`config.mk`:
```
export PLATFORM = sky130hd
export DESIGN_NAME = qstat_irq_gen
export DESIGN_NICKNAME = d
export VERILOG_FILES = /design/src/rtl/qirq_pkg.sv /design/src/rtl/qirq_lo_detect.sv /design/src/rtl/qirq_hi_detect.sv /design/src/rtl/qirq_sticky.sv /design/src/rtl/qirq_regfile.sv /design/src/rtl/qstat_irq_gen.sv
export SDC_FILE = /design/constraint.sdc
export NUM_CORES = 1
export LEC_CHECK = 0
export ABC_AREA = 0
export BUFFER_PORTS_ARGS = -buffer_cell sky130_fd_sc_hd__clkbuf_2
export CORE_ASPECT_RATIO = 0.7
export CORE_MARGIN = 2
export CORE_UTILIZATION = 50
export CTS_CLUSTER_SIZE = 12
export DETAILED_ROUTE_END_ITERATION = 8
export HOLD_SLACK_MARGIN = 0.1
export PLACE_DENSITY = 0.71
export SLEW_MARGIN = 15
export SYNTH_ARGS = -nofsm -noshare
export SYNTH_HDL_FRONTEND = slang
export SYNTH_SLANG_ARGS = --single-unit
```
`constraint.sdc`:
```
create_clock -name clk -period 4.4 [get_ports clk]
set_input_delay 0.88 -clock clk [delete_from_list [all_inputs] [get_ports clk]]
set_output_delay 0.88 -clock clk [all_outputs]
set_load 0.03 [all_outputs]
```
`src/rtl/qirq_pkg.sv`:
```
// Package: shared types and the register word map of the queue status
// interrupt generator.
package qirq_pkg;

    // Flag chosen as the trigger of a lower queue.
    typedef enum logic [1:0] {
        FSEL_EMPTY  = 2'b00,
        FSEL_NEMPTY = 2'b01,
        FSEL_NFULL  = 2'b10,
        FSEL_FULL   = 2'b11
    } fsel_e;

    // Per-queue trigger code: bit 2 chooses the falling transition.
    typedef struct packed {
        logic  falling;
        fsel_e sel;
    } qcfg_t;

    // Word addresses of the register map.
    localparam int ADDR_PEND_LO = 0;
    localparam int ADDR_PEND_HI = 1;
    localparam int ADDR_EN_LO   = 2;
    localparam int ADDR_EN_HI   = 3;
    localparam int ADDR_CFG0    = 4;

    // Bits spent on one trigger code inside a config word.
    localparam int CFG_SLOT = 4;

endpackage

```
`src/rtl/qirq_lo_detect.sv`:
```
// Module: qirq_lo_detect
// Finds the configured flag transition of each lower queue. It keeps
// the previous level of all four flags. That way a change of the trigger
// code compares like with like and never creates a false event.
// Assumes: flags are synchronous to clk. During reset the history
// follows the inputs, so levels held across reset release are not
// seen as edges.
module qirq_lo_detect
    import qirq_pkg::*;
#(
    parameter int N = 32
) (
    input  logic              clk,
    input  logic              rst_n,
    input  logic [N-1:0]      f_empty,
    input  logic [N-1:0]      f_nempty,
    input  logic [N-1:0]      f_nfull,
    input  logic [N-1:0]      f_full,
    input  qcfg_t [N-1:0]     cfg,
    output logic [N-1:0]      ev
);

    logic [N-1:0] p_empty, p_nempty, p_nfull, p_full;
    logic [N-1:0] cur_sel, prv_sel, fall_vec;

    // History of all four flags. It is loaded in reset as well, which
    // gives R11.
    always_ff @(posedge clk) begin
        p_empty  <= f_empty;
        p_nempty <= f_nempty;
        p_nfull  <= f_nfull;
        p_full   <= f_full;
    end

    for (genvar q = 0; q < N; q++) begin : g_q
        // Pick the current and previous level of the selected flag.
        always_comb begin
            unique case (cfg[q].sel)
                FSEL_EMPTY:  begin cur_sel[q] = f_empty[q];  prv_sel[q] = p_empty[q];  end
                FSEL_NEMPTY: begin cur_sel[q] = f_nempty[q]; prv_sel[q] = p_nempty[q]; end
                FSEL_NFULL:  begin cur_sel[q] = f_nfull[q];  prv_sel[q] = p_nfull[q];  end
                default:     begin cur_sel[q] = f_full[q];   prv_sel[q] = p_full[q];   end
            endcase
        end
        assign fall_vec[q] = cfg[q].falling;
        // Event on the chosen direction of the chosen flag.
        assign ev[q] = fall_vec[q] ? (prv_sel[q] & ~cur_sel[q])
                                   : (cur_sel[q] & ~prv_sel[q]);
    end

    // a rising-edge queue reports only when its flag is now high.
    a_r3_rise_level: assert property (@(posedge clk) disable iff (!rst_n)
        ((ev & ~fall_vec & ~cur_sel) == '0));
    // a falling-edge queue reports only when its flag is now low.
    a_r3_fall_level: assert property (@(posedge clk) disable iff (!rst_n)
        ((ev & fall_vec & cur_sel) == '0));

endmodule

```
`src/rtl/qirq_hi_detect.sv`:
```
// Module: qirq_hi_detect
// Finds the rising transition of the nearly-empty flag of each upper
// queue.
// Assumes: flags are synchronous to clk. The history follows the
// inputs during reset.
module qirq_hi_detect #(
    parameter int N = 32
) (
    input  logic         clk,
    input  logic         rst_n,
    input  logic [N-1:0] f_nempty,
    output logic [N-1:0] ev
);

    logic [N-1:0] p_nempty;

    // History of the nearly-empty flags (also loaded during reset).
    always_ff @(posedge clk) begin
        p_nempty <= f_nempty;
    end

    // Rising transition only.
    assign ev = f_nempty & ~p_nempty;

    // no event while the flag is low.
    a_r4_rise_only: assert property (@(posedge clk) disable iff (!rst_n)
        ((ev & ~f_nempty) == '0));
    // an event always follows a recorded low level.
    a_r4_prev_low: assert property (@(posedge clk) disable iff (!rst_n)
        rst_n |=> (($past(ev) & $past(f_nempty) & ~p_nempty) == '0));

endmodule

```
`src/rtl/qirq_sticky.sv`:
```
// Module: qirq_sticky
// Sticky pending bits with write-one-to-clear. When an event and a clear
// hit the same bit on one edge, the event wins.
// Assumes: ev and clr are single-cycle pulses that are valid at the
// clock edge.
module qirq_sticky #(
    parameter int N = 32
) (
    input  logic         clk,
    input  logic         rst_n,
    input  logic [N-1:0] ev,
    input  logic [N-1:0] clr,
    output logic [N-1:0] pend
);

    // Clear the written ones, then add the new events.
    always_ff @(posedge clk) begin
        if (!rst_n) pend <= '0;
        else        pend <= (pend & ~clr) | ev;
    end

    // every event seen on an edge is pending after it.
    a_r7_set_wins: assert property (@(posedge clk) disable iff (!rst_n)
        rst_n |=> ((pend & $past(ev)) == $past(ev)));
    // a bit falls only if a one was written to it.
    a_r6_clear_only_written: assert property (@(posedge clk) disable iff (!rst_n)
        rst_n |=> (($past(pend) & ~pend & ~$past(clr)) == '0));
    // a bit rises only with an event.
    a_r5_set_only_by_event: assert property (@(posedge clk) disable iff (!rst_n)
        rst_n |=> ((pend & ~$past(pend) & ~$past(ev)) == '0));

endmodule

```
`src/rtl/qirq_regfile.sv`:
```
// Module: qirq_regfile
// Holds the enable and trigger-code registers. It decodes the clear
// masks for the pending words and multiplexes the read data.
// Assumes: NLO and NHI are no larger than DW, and NLO is a multiple of
// the number of trigger codes per word.
module qirq_regfile
    import qirq_pkg::*;
#(
    parameter int NLO = 32,
    parameter int NHI = 32,
    parameter int DW  = 32,
    parameter int AW  = 4
) (
    input  logic              clk,
    input  logic              rst_n,
    input  logic              we,
    input  logic [AW-1:0]     addr,
    input  logic [DW-1:0]     wdata,
    input  logic [NLO-1:0]    pend_lo,
    input  logic [NHI-1:0]    pend_hi,
    output logic [NLO-1:0]    en_lo,
    output logic [NHI-1:0]    en_hi,
    output qcfg_t [NLO-1:0]   cfg,
    output logic [NLO-1:0]    clr_lo,
    output logic [NHI-1:0]    clr_hi,
    output logic [DW-1:0]     rdata
);

    localparam int QPW       = DW / CFG_SLOT;
    localparam int CFG_WORDS = (NLO + QPW - 1) / QPW;
    localparam int ADDR_END  = ADDR_CFG0 + CFG_WORDS;

    logic wr_en_lo, wr_en_hi;

    assign wr_en_lo = we && (addr == AW'(ADDR_EN_LO));
    assign wr_en_hi = we && (addr == AW'(ADDR_EN_HI));

    // Write-one-to-clear masks for the pending words.
    assign clr_lo = (we && addr == AW'(ADDR_PEND_LO)) ? wdata[NLO-1:0] : '0;
    assign clr_hi = (we && addr == AW'(ADDR_PEND_HI)) ? wdata[NHI-1:0] : '0;

    // Enable registers of both groups.
    always_ff @(posedge clk) begin
        if (!rst_n) begin
            en_lo <= '0;
            en_hi <= '0;
        end else begin
            if (wr_en_lo) en_lo <= wdata[NLO-1:0];
            if (wr_en_hi) en_hi <= wdata[NHI-1:0];
        end
    end

    for (genvar q = 0; q < NLO; q++) begin : g_cfg
        localparam int WORD = q / QPW;
        localparam int LSB  = (q % QPW) * CFG_SLOT;
        // Trigger code of lower queue q.
        always_ff @(posedge clk) begin
            if (!rst_n)
                cfg[q] <= '0;
            else if (we && addr == AW'(ADDR_CFG0 + WORD))
                cfg[q] <= qcfg_t'(wdata[LSB +: 3]);
        end
    end

    // Read multiplexer: zero for unmapped words and unused bits.
    always_comb begin
        rdata = '0;
        if (addr == AW'(ADDR_PEND_LO)) rdata[NLO-1:0] = pend_lo;
        if (addr == AW'(ADDR_PEND_HI)) rdata[NHI-1:0] = pend_hi;
        if (addr == AW'(ADDR_EN_LO))   rdata[NLO-1:0] = en_lo;
        if (addr == AW'(ADDR_EN_HI))   rdata[NHI-1:0] = en_hi;
        for (int w = 0; w < CFG_WORDS; w++) begin
            if (addr == AW'(ADDR_CFG0 + w)) begin
                for (int k = 0; k < QPW; k++)
                    rdata[k*CFG_SLOT +: 3] = cfg[w*QPW + k];
            end
        end
    end

    // writes outside the map leave every register unchanged.
    a_r10_unmapped_ignored: assert property (@(posedge clk) disable iff (!rst_n)
        (we && addr >= AW'(ADDR_END)) |=>
            ($stable(en_lo) && $stable(en_hi) && $stable(cfg)));
    // a clear mask appears only with a write strobe.
    a_r6_clear_needs_write: assert property (@(posedge clk) disable iff (!rst_n)
        (!we) |-> (clr_lo == '0 && clr_hi == '0));

endmodule

```
`src/rtl/qstat_irq_gen.sv`:
```
// Module: qstat_irq_gen (top)
// Queue status interrupt generator for two groups of queues. Lower
// queues use a programmable flag and transition; upper queues use the
// rise of nearly-empty. Each group drives a level interrupt made from
// its enabled pending bits.
// Assumes: flags are synchronous to clk; reset is synchronous and
// active low.
module qstat_irq_gen
    import qirq_pkg::*;
#(
    parameter int NLO = 32,
    parameter int NHI = 32,
    parameter int DW  = 32,
    parameter int AW  = 4
) (
    input  logic            clk,
    input  logic            rst_n,
    input  logic [NLO-1:0]  lo_empty,
    input  logic [NLO-1:0]  lo_nempty,
    input  logic [NLO-1:0]  lo_nfull,
    input  logic [NLO-1:0]  lo_full,
    input  logic [NHI-1:0]  hi_nempty,
    input  logic            reg_we,
    input  logic [AW-1:0]   reg_addr,
    input  logic [DW-1:0]   reg_wdata,
    output logic [DW-1:0]   reg_rdata,
    output logic            irq_lo,
    output logic            irq_hi
);

    logic [NLO-1:0]  ev_lo, pend_lo, en_lo, clr_lo;
    logic [NHI-1:0]  ev_hi, pend_hi, en_hi, clr_hi;
    qcfg_t [NLO-1:0] cfg;

    qirq_lo_detect #(.N(NLO)) u_lo_det (
        .clk(clk), .rst_n(rst_n),
        .f_empty(lo_empty), .f_nempty(lo_nempty),
        .f_nfull(lo_nfull), .f_full(lo_full),
        .cfg(cfg), .ev(ev_lo)
    );

    qirq_hi_detect #(.N(NHI)) u_hi_det (
        .clk(clk), .rst_n(rst_n), .f_nempty(hi_nempty), .ev(ev_hi)
    );

    qirq_sticky #(.N(NLO)) u_pend_lo (
        .clk(clk), .rst_n(rst_n), .ev(ev_lo), .clr(clr_lo), .pend(pend_lo)
    );

    qirq_sticky #(.N(NHI)) u_pend_hi (
        .clk(clk), .rst_n(rst_n), .ev(ev_hi), .clr(clr_hi), .pend(pend_hi)
    );

    qirq_regfile #(.NLO(NLO), .NHI(NHI), .DW(DW), .AW(AW)) u_regs (
        .clk(clk), .rst_n(rst_n), .we(reg_we), .addr(reg_addr),
        .wdata(reg_wdata), .pend_lo(pend_lo), .pend_hi(pend_hi),
        .en_lo(en_lo), .en_hi(en_hi), .cfg(cfg),
        .clr_lo(clr_lo), .clr_hi(clr_hi), .rdata(reg_rdata)
    );

    // Group interrupt lines: any enabled pending bit.
    assign irq_lo = |(pend_lo & en_lo);
    assign irq_hi = |(pend_hi & en_hi);

    // a raised line always has a pending source in its own group.
    a_r8_lo_has_source: assert property (@(posedge clk) disable iff (!rst_n)
        irq_lo |-> (pend_lo != '0));
    a_r8_hi_has_source: assert property (@(posedge clk) disable iff (!rst_n)
        irq_hi |-> (pend_hi != '0));
    // both lines are low on the first cycle after reset.
    a_r1_quiet_after_reset: assert property (@(posedge clk) disable iff (!rst_n)
        $rose(rst_n) |-> (!irq_lo && !irq_hi));

endmodule

```
Word-level counts from Yosys, hierarchy flattened:

Index checks and enable logic that the tools add are counted.

* flip-flop bits (word level): 384
* bits of input ports: 199
* output and inout bits: 34

* eq/ne operators: 71
* muxes and demuxes: 134
* bitwise gates (word level): 138
* reduce and logical (&&, ||, !) cells: 43

Operator list (count)
* 32-bit two-way mux: 6
* 1-bit one-hot mux with 3 select lines: 64
* 32-bit bitwise AND: 5
* 3-bit two-way mux: 32
* 32-bit NOT: 3
* 1-bit bitwise AND: 64
* 2-bit by 1-bit == test with 1-bit output (second input constant): 32
* 2-bit == test (second input constant): 32
* 2-bit zero test: 32
* 1-bit NOT: 64
* 32-bit bitwise OR: 2
* 32-bit OR reduction: 2
* 1-bit two-way mux: 32
* 4-bit by 3-bit == test with 1-bit output (second input constant): 4
* 4-bit by 2-bit == test with 1-bit output (second input constant): 2
* 1-bit logical AND: 8
* 4-bit by 1-bit == test with 1-bit output (second input constant): 1
* 4-bit zero test: 1

Longest topological paths before layout:

* word-level depth: 9
* mapped depth: 7
* gate-level depth less buffers: 3

By module:

Synthesis repeated with hierarchy kept, for this count alone.

* cell total of the unflattened synthesis: 1827
* area total of the unflattened synthesis: 17879.6 um^2

Modules (own cells, without submodules)
* qirq_regfile: instances 1, cells each 1043, area each 8488.1 um^2
* qirq_lo_detect: instances 1, cells each 480, area each 5765.5 um^2
* qirq_sticky: instances 2, cells each 99, area each 1114.8 um^2
* qirq_hi_detect: instances 1, cells each 64, area each 1081.0 um^2
* qstat_irq_gen: instances 1, cells each 42, area each 315.3 um^2

Worst setup path before layout:

No wires, ideal clock.

* path type: input to output
* start point: input port reg_addr[0]
* end point: output port reg_rdata[24]
* arrival: 2.381 ns
* setup slack: 1.139 ns
* stages on the path: 6
* cells stage by stage: buf_6 -> or2_1 -> clkbuf_1 -> clkbuf_1 -> nor3_1 -> o32ai_1

* longest elaborated chain between the ends: 9

Ends and longest elaborated chain
* start, declared: line qstat_irq_gen.sv:24 `input logic [AW-1:0] reg_addr,`
* 4-bit zero test: line qirq_regfile.sv:68 `if (addr == AW'(ADDR_PEND_LO)) rdata[NLO-1:0] = pend_lo;`
* 32-bit two-way mux: line qirq_regfile.sv:68
* 32-bit two-way mux: line qirq_regfile.sv:69 `if (addr == AW'(ADDR_PEND_HI)) rdata[NHI-1:0] = pend_hi;`
* 32-bit two-way mux: line qirq_regfile.sv:70 `if (addr == AW'(ADDR_EN_LO)) rdata[NLO-1:0] = en_lo;`
* 32-bit two-way mux: line qirq_regfile.sv:71 `if (addr == AW'(ADDR_EN_HI)) rdata[NHI-1:0] = en_hi;`
* 3-bit two-way mux (3 in a row): line qirq_regfile.sv:73 `if (addr == AW'(ADDR_CFG0 + w)) begin`
* 3-bit two-way mux (*): line qirq_regfile.sv:73
* end, declared: line qstat_irq_gen.sv:26 `output logic [DW-1:0] reg_rdata,`

Mark *: on every way between the ends. The rest lies on a longest branch, timed or not.

Worst setup path in the final report:

* start point: input port reg_addr[0]
* end point: output port reg_rdata[14]

The elaborated chain is that of the path after synthesis.

==> key figures <==
Run status
  • Outcome: finished clean

Pwr
  • Comb pwr share: under 10%
  • PD cells: a little under 400 nW/µm²
  • Max rail drop VDD: 0.3711 mV
  • Sequential share of power: about half
  • Clock network fraction of design power: 40.7%
  • Int Power: 5.654 mW
  • Switching share of power: 24.98%
  • Sw Pwr: approximately 1.9 mW
  • Pleak: 7.162 nW

STA
  • Final worst setup slack: 0.6429 ns
  • Min Clock Period, post-route: 3.757 ns
  • Setup violations, final: 0
  • WHS: 0.4461 ns
  • Final setup TNS: 0 ns
  • Slew HR: a little under a third
  • Worst-Margin Slew: 1.046 ns
  • Clk_skew: 0.01764 ns
  • F_max: 266.2 MHz
  • Tcrit/Tclk final: 85.39%
  • RSZ-0062 raised after global routing: false
  • Fin. Hold Viols: 0
  • Slew Viols, Final: 0

Detailed routing
  • DR iter-0 viols: approximately 2000
  • Routed length per instance: 26.61 µm
  • Remaining antenna violation count: 0
  • Post-Route WL: 56870 µm
  • Via Count: ~14000
  • DRC: 0
  • TritonRoute pass-1 iters: 5
  • Via density: 6.602

Place
  • Placed Area: 17920 µm²
  • Detailed placement HPWL: 40730 µm
  • RePlAce Congestion: 0.9767
  • Port bufs: 232
  • Pre-CTS setup slack: 0.6932 ns

GRT
  • M1 GR Usage: 44.75%
  • GRT overflow: 0
  • Gr busiest metal: met2
  • Met3 global-route usage: around 8.3%
  • Initial antenna violation count: 2
  • Routing usage on met2: 47.96%
  • First-pass GRT wire length: 84190 µm
  • Total global routing track utilization: 32.07%
  • Vias in the first global route: 13230
  • Largest net degree at the start of global routing: 104

Finish
  • Layout cells sized above 1: 25.32%
  • Final design utilization: 58.37%
  • Fin nets: 1893
  • Synth-to-layout area growth: 14.07%
  • FILL cells: around 2700
  • Most frequent cells in the layout: dfxtp_1, clkbuf_2, o21ai_0
  • Commonest non-fill, non-tap cell in the layout: dfxtp_1
  • Area occupied by multi-input gates: ~8000 µm²
  • Cell area after layout: 19040 µm²
  • FF/Latch Area: a little under 8000 µm²
  • Antenna diodes: 0

Logic synthesis
  • Net Count, Synth: 1742
  • Cell area after synthesis: 16690 µm²
  • Number of flops mapped to enable cells by yosys: 0
  • Sequential-to-total area share from yosys stat: 46.06%
  • Main area contributors after synthesis: dfxtp_1, mux4_2, o21ai_0, nand3_1, a21boi_0
  • Synth unique cells: 39
  • Post-synth ARST share: 0%
  • Top FF cell, synth: dfxtp_1
  • Syn Inst Count: ~1500
  • Yosys top cell by area: dfxtp_1
  • Yosys reg bits: approximately 380
  • Ys Warns: 0
  • Share of the synthesized area in the top cell type: 46.06%
  • Syn Area/Cell: 10.82 µm²

Clock network
  • CTS resizes: 0
  • Clk_lat worst skew: 0.55 ns
  • Reg clk slew, reported paths: 0.06 ns
  • Max clock buf depth: 3
  • CTS Hold Bufs: 0
  • TritonCTS clock tree: yes
  • H-tree Lvls: 2
  • Clock sink total: 384
  • TritonCTS Buffers: 39
  • Postcts setup bufs: 0
  • CTS root buffer: clkbuf_16

Floorplanning
  • Die ar.: between 30000 and 40000 µm²
  • I/O Pins: 233
  • Core area: 32620 µm²
  • Die W: about 220 µm
  • Die Y: roughly 160 µm
  • Row cnt: 55
  • Initial Util: 51.17%

Critical path
  • Endpoint type of the worst setup path: output port
  • Critical Path RT: between 3 and 4 ns
  • Top cell by count, worst path: buf_4
  • Worst R2R Path Depth: 3
  • CP Max Fanout: 24
  • Crit path max-delay cell type: mux4_2
  • Critical path class: input port to output port
  • Startpoint types: input port
  • Critical path, cell by cell: buf_4 > buf_4 > mux4_2 > mux2i_1 > nor2_1 > clkbuf_2
  • Slowest cell delay on critical path: 0.56 ns
  • Critical Path AT: 2.88 ns

Run
  • Max Cap Viol: 0

Worst hold path
  • Hold crit path type: input port to register
  • Hold depth: 1
[through the flow]
step,power [mW],cells
after floorplan,4.200,1543
after global placement,4.498,2080
after detailed placement,4.515,2080
after CTS,7.536,2137
after global routing,7.742,2137
final,7.537,2137
[worst max-delay path: cells and delay by family]
family	cells	cell delay [ns]
and+or+nand+nor	1	0.08
buffers and inverters	3	0.97
muxes	2	0.93
[state kept, by name, indices dropped and copies added (netlist names)]
name and cells:
u_pend_hi.pend 32, u_regs.en_hi 32, u_regs.cfg 96, u_lo_det.p_full 32, u_lo_det.p_empty 32, u_pend_lo.pend 32
u_hi_det.p_nempty 32, u_lo_det.p_nfull 32, u_lo_det.p_nempty 32, u_regs.en_lo 32
[worst paths after layout]
path,slack (ns),end,startpoint
setup / recovery,0.64,reg_rdata[14],reg_addr[0]
hold reg to reg,0.50,u_regs.en_hi[7]$_SDFFE_PN0P_,u_regs.en_hi[7]$_SDFFE_PN0P_
hold / removal,0.45,u_hi_det.p_nempty[31]$_DFF_P_,hi_nempty[31]
setup reg to reg,2.61,u_pend_lo.pend[24]$_SDFF_PN0_,u_regs.cfg[72]$_SDFFE_PN0P_
[Yosys cell counts, types with 9 or more instances]
library cell / instances
dfxtp_1: 384
nor2b_1: 34
o31a_1: 32
o21a_1: 32
and3b_1: 34
clkbuf_1: 90
mux4_2: 116
nor2_1: 23
nand3_1: 161
and2_1: 9
buf_2: 31
a21boi_1: 54
a31oi_1: 64
a21boi_0: 106
inv_1: 64
mux2i_1: 24
a22oi_1: 32
nor3b_1: 32
buf_6: 11
o21ai_0: 162
[final cells by class]
| class | instances | area share [%] |
|---|---|---|
| Sequential cell | 384 | 40.38 |
| Inverter | 64 | 1.262 |
| Tap cell | 427 | 2.806 |
| Timing Repair Buffer | 261 | 7.597 |
| Clock buffer | 56 | 5.829 |
| Multi-Input combinational cell | 944 | 42.08 |
| Clock inverter | 1 | 0.04600 |
[kinds of logic (layout without fill, tap and decap cells)]
kind of cell	Yosys count	after routing	synth area share [%]
compound gates	484	484	19.12
buf+inv	215	382	6.125
flops	384	384	46.06
mux	142	142	17.41
simple gates	318	318	11.29
[layer usage]
| metal | vias up | share of wire [%] |
|---|---|---|
| met5 | - | 0.023 |
| met4 | 2 | 4.1 |
| met3 | 162 | 13 |
| met2 | 1005 | 43 |
| met1 | 6912 | 40 |
| li1 | 6028 | - |
[power groups by stage]
stage / clock network [mW] / logic, mW / registers (mW)
global route: 3.23 / 0.765 / 3.74
detailed placement: 0 / 0.706 / 3.81
global placement: 0 / 0.693 / 3.80
CTS: 3.09 / 0.711 / 3.73
finish: 3.07 / 0.727 / 3.74
floorplan: 0 / 0.459 / 3.74
No activity file was read; power rests on OpenSTA's default activity.
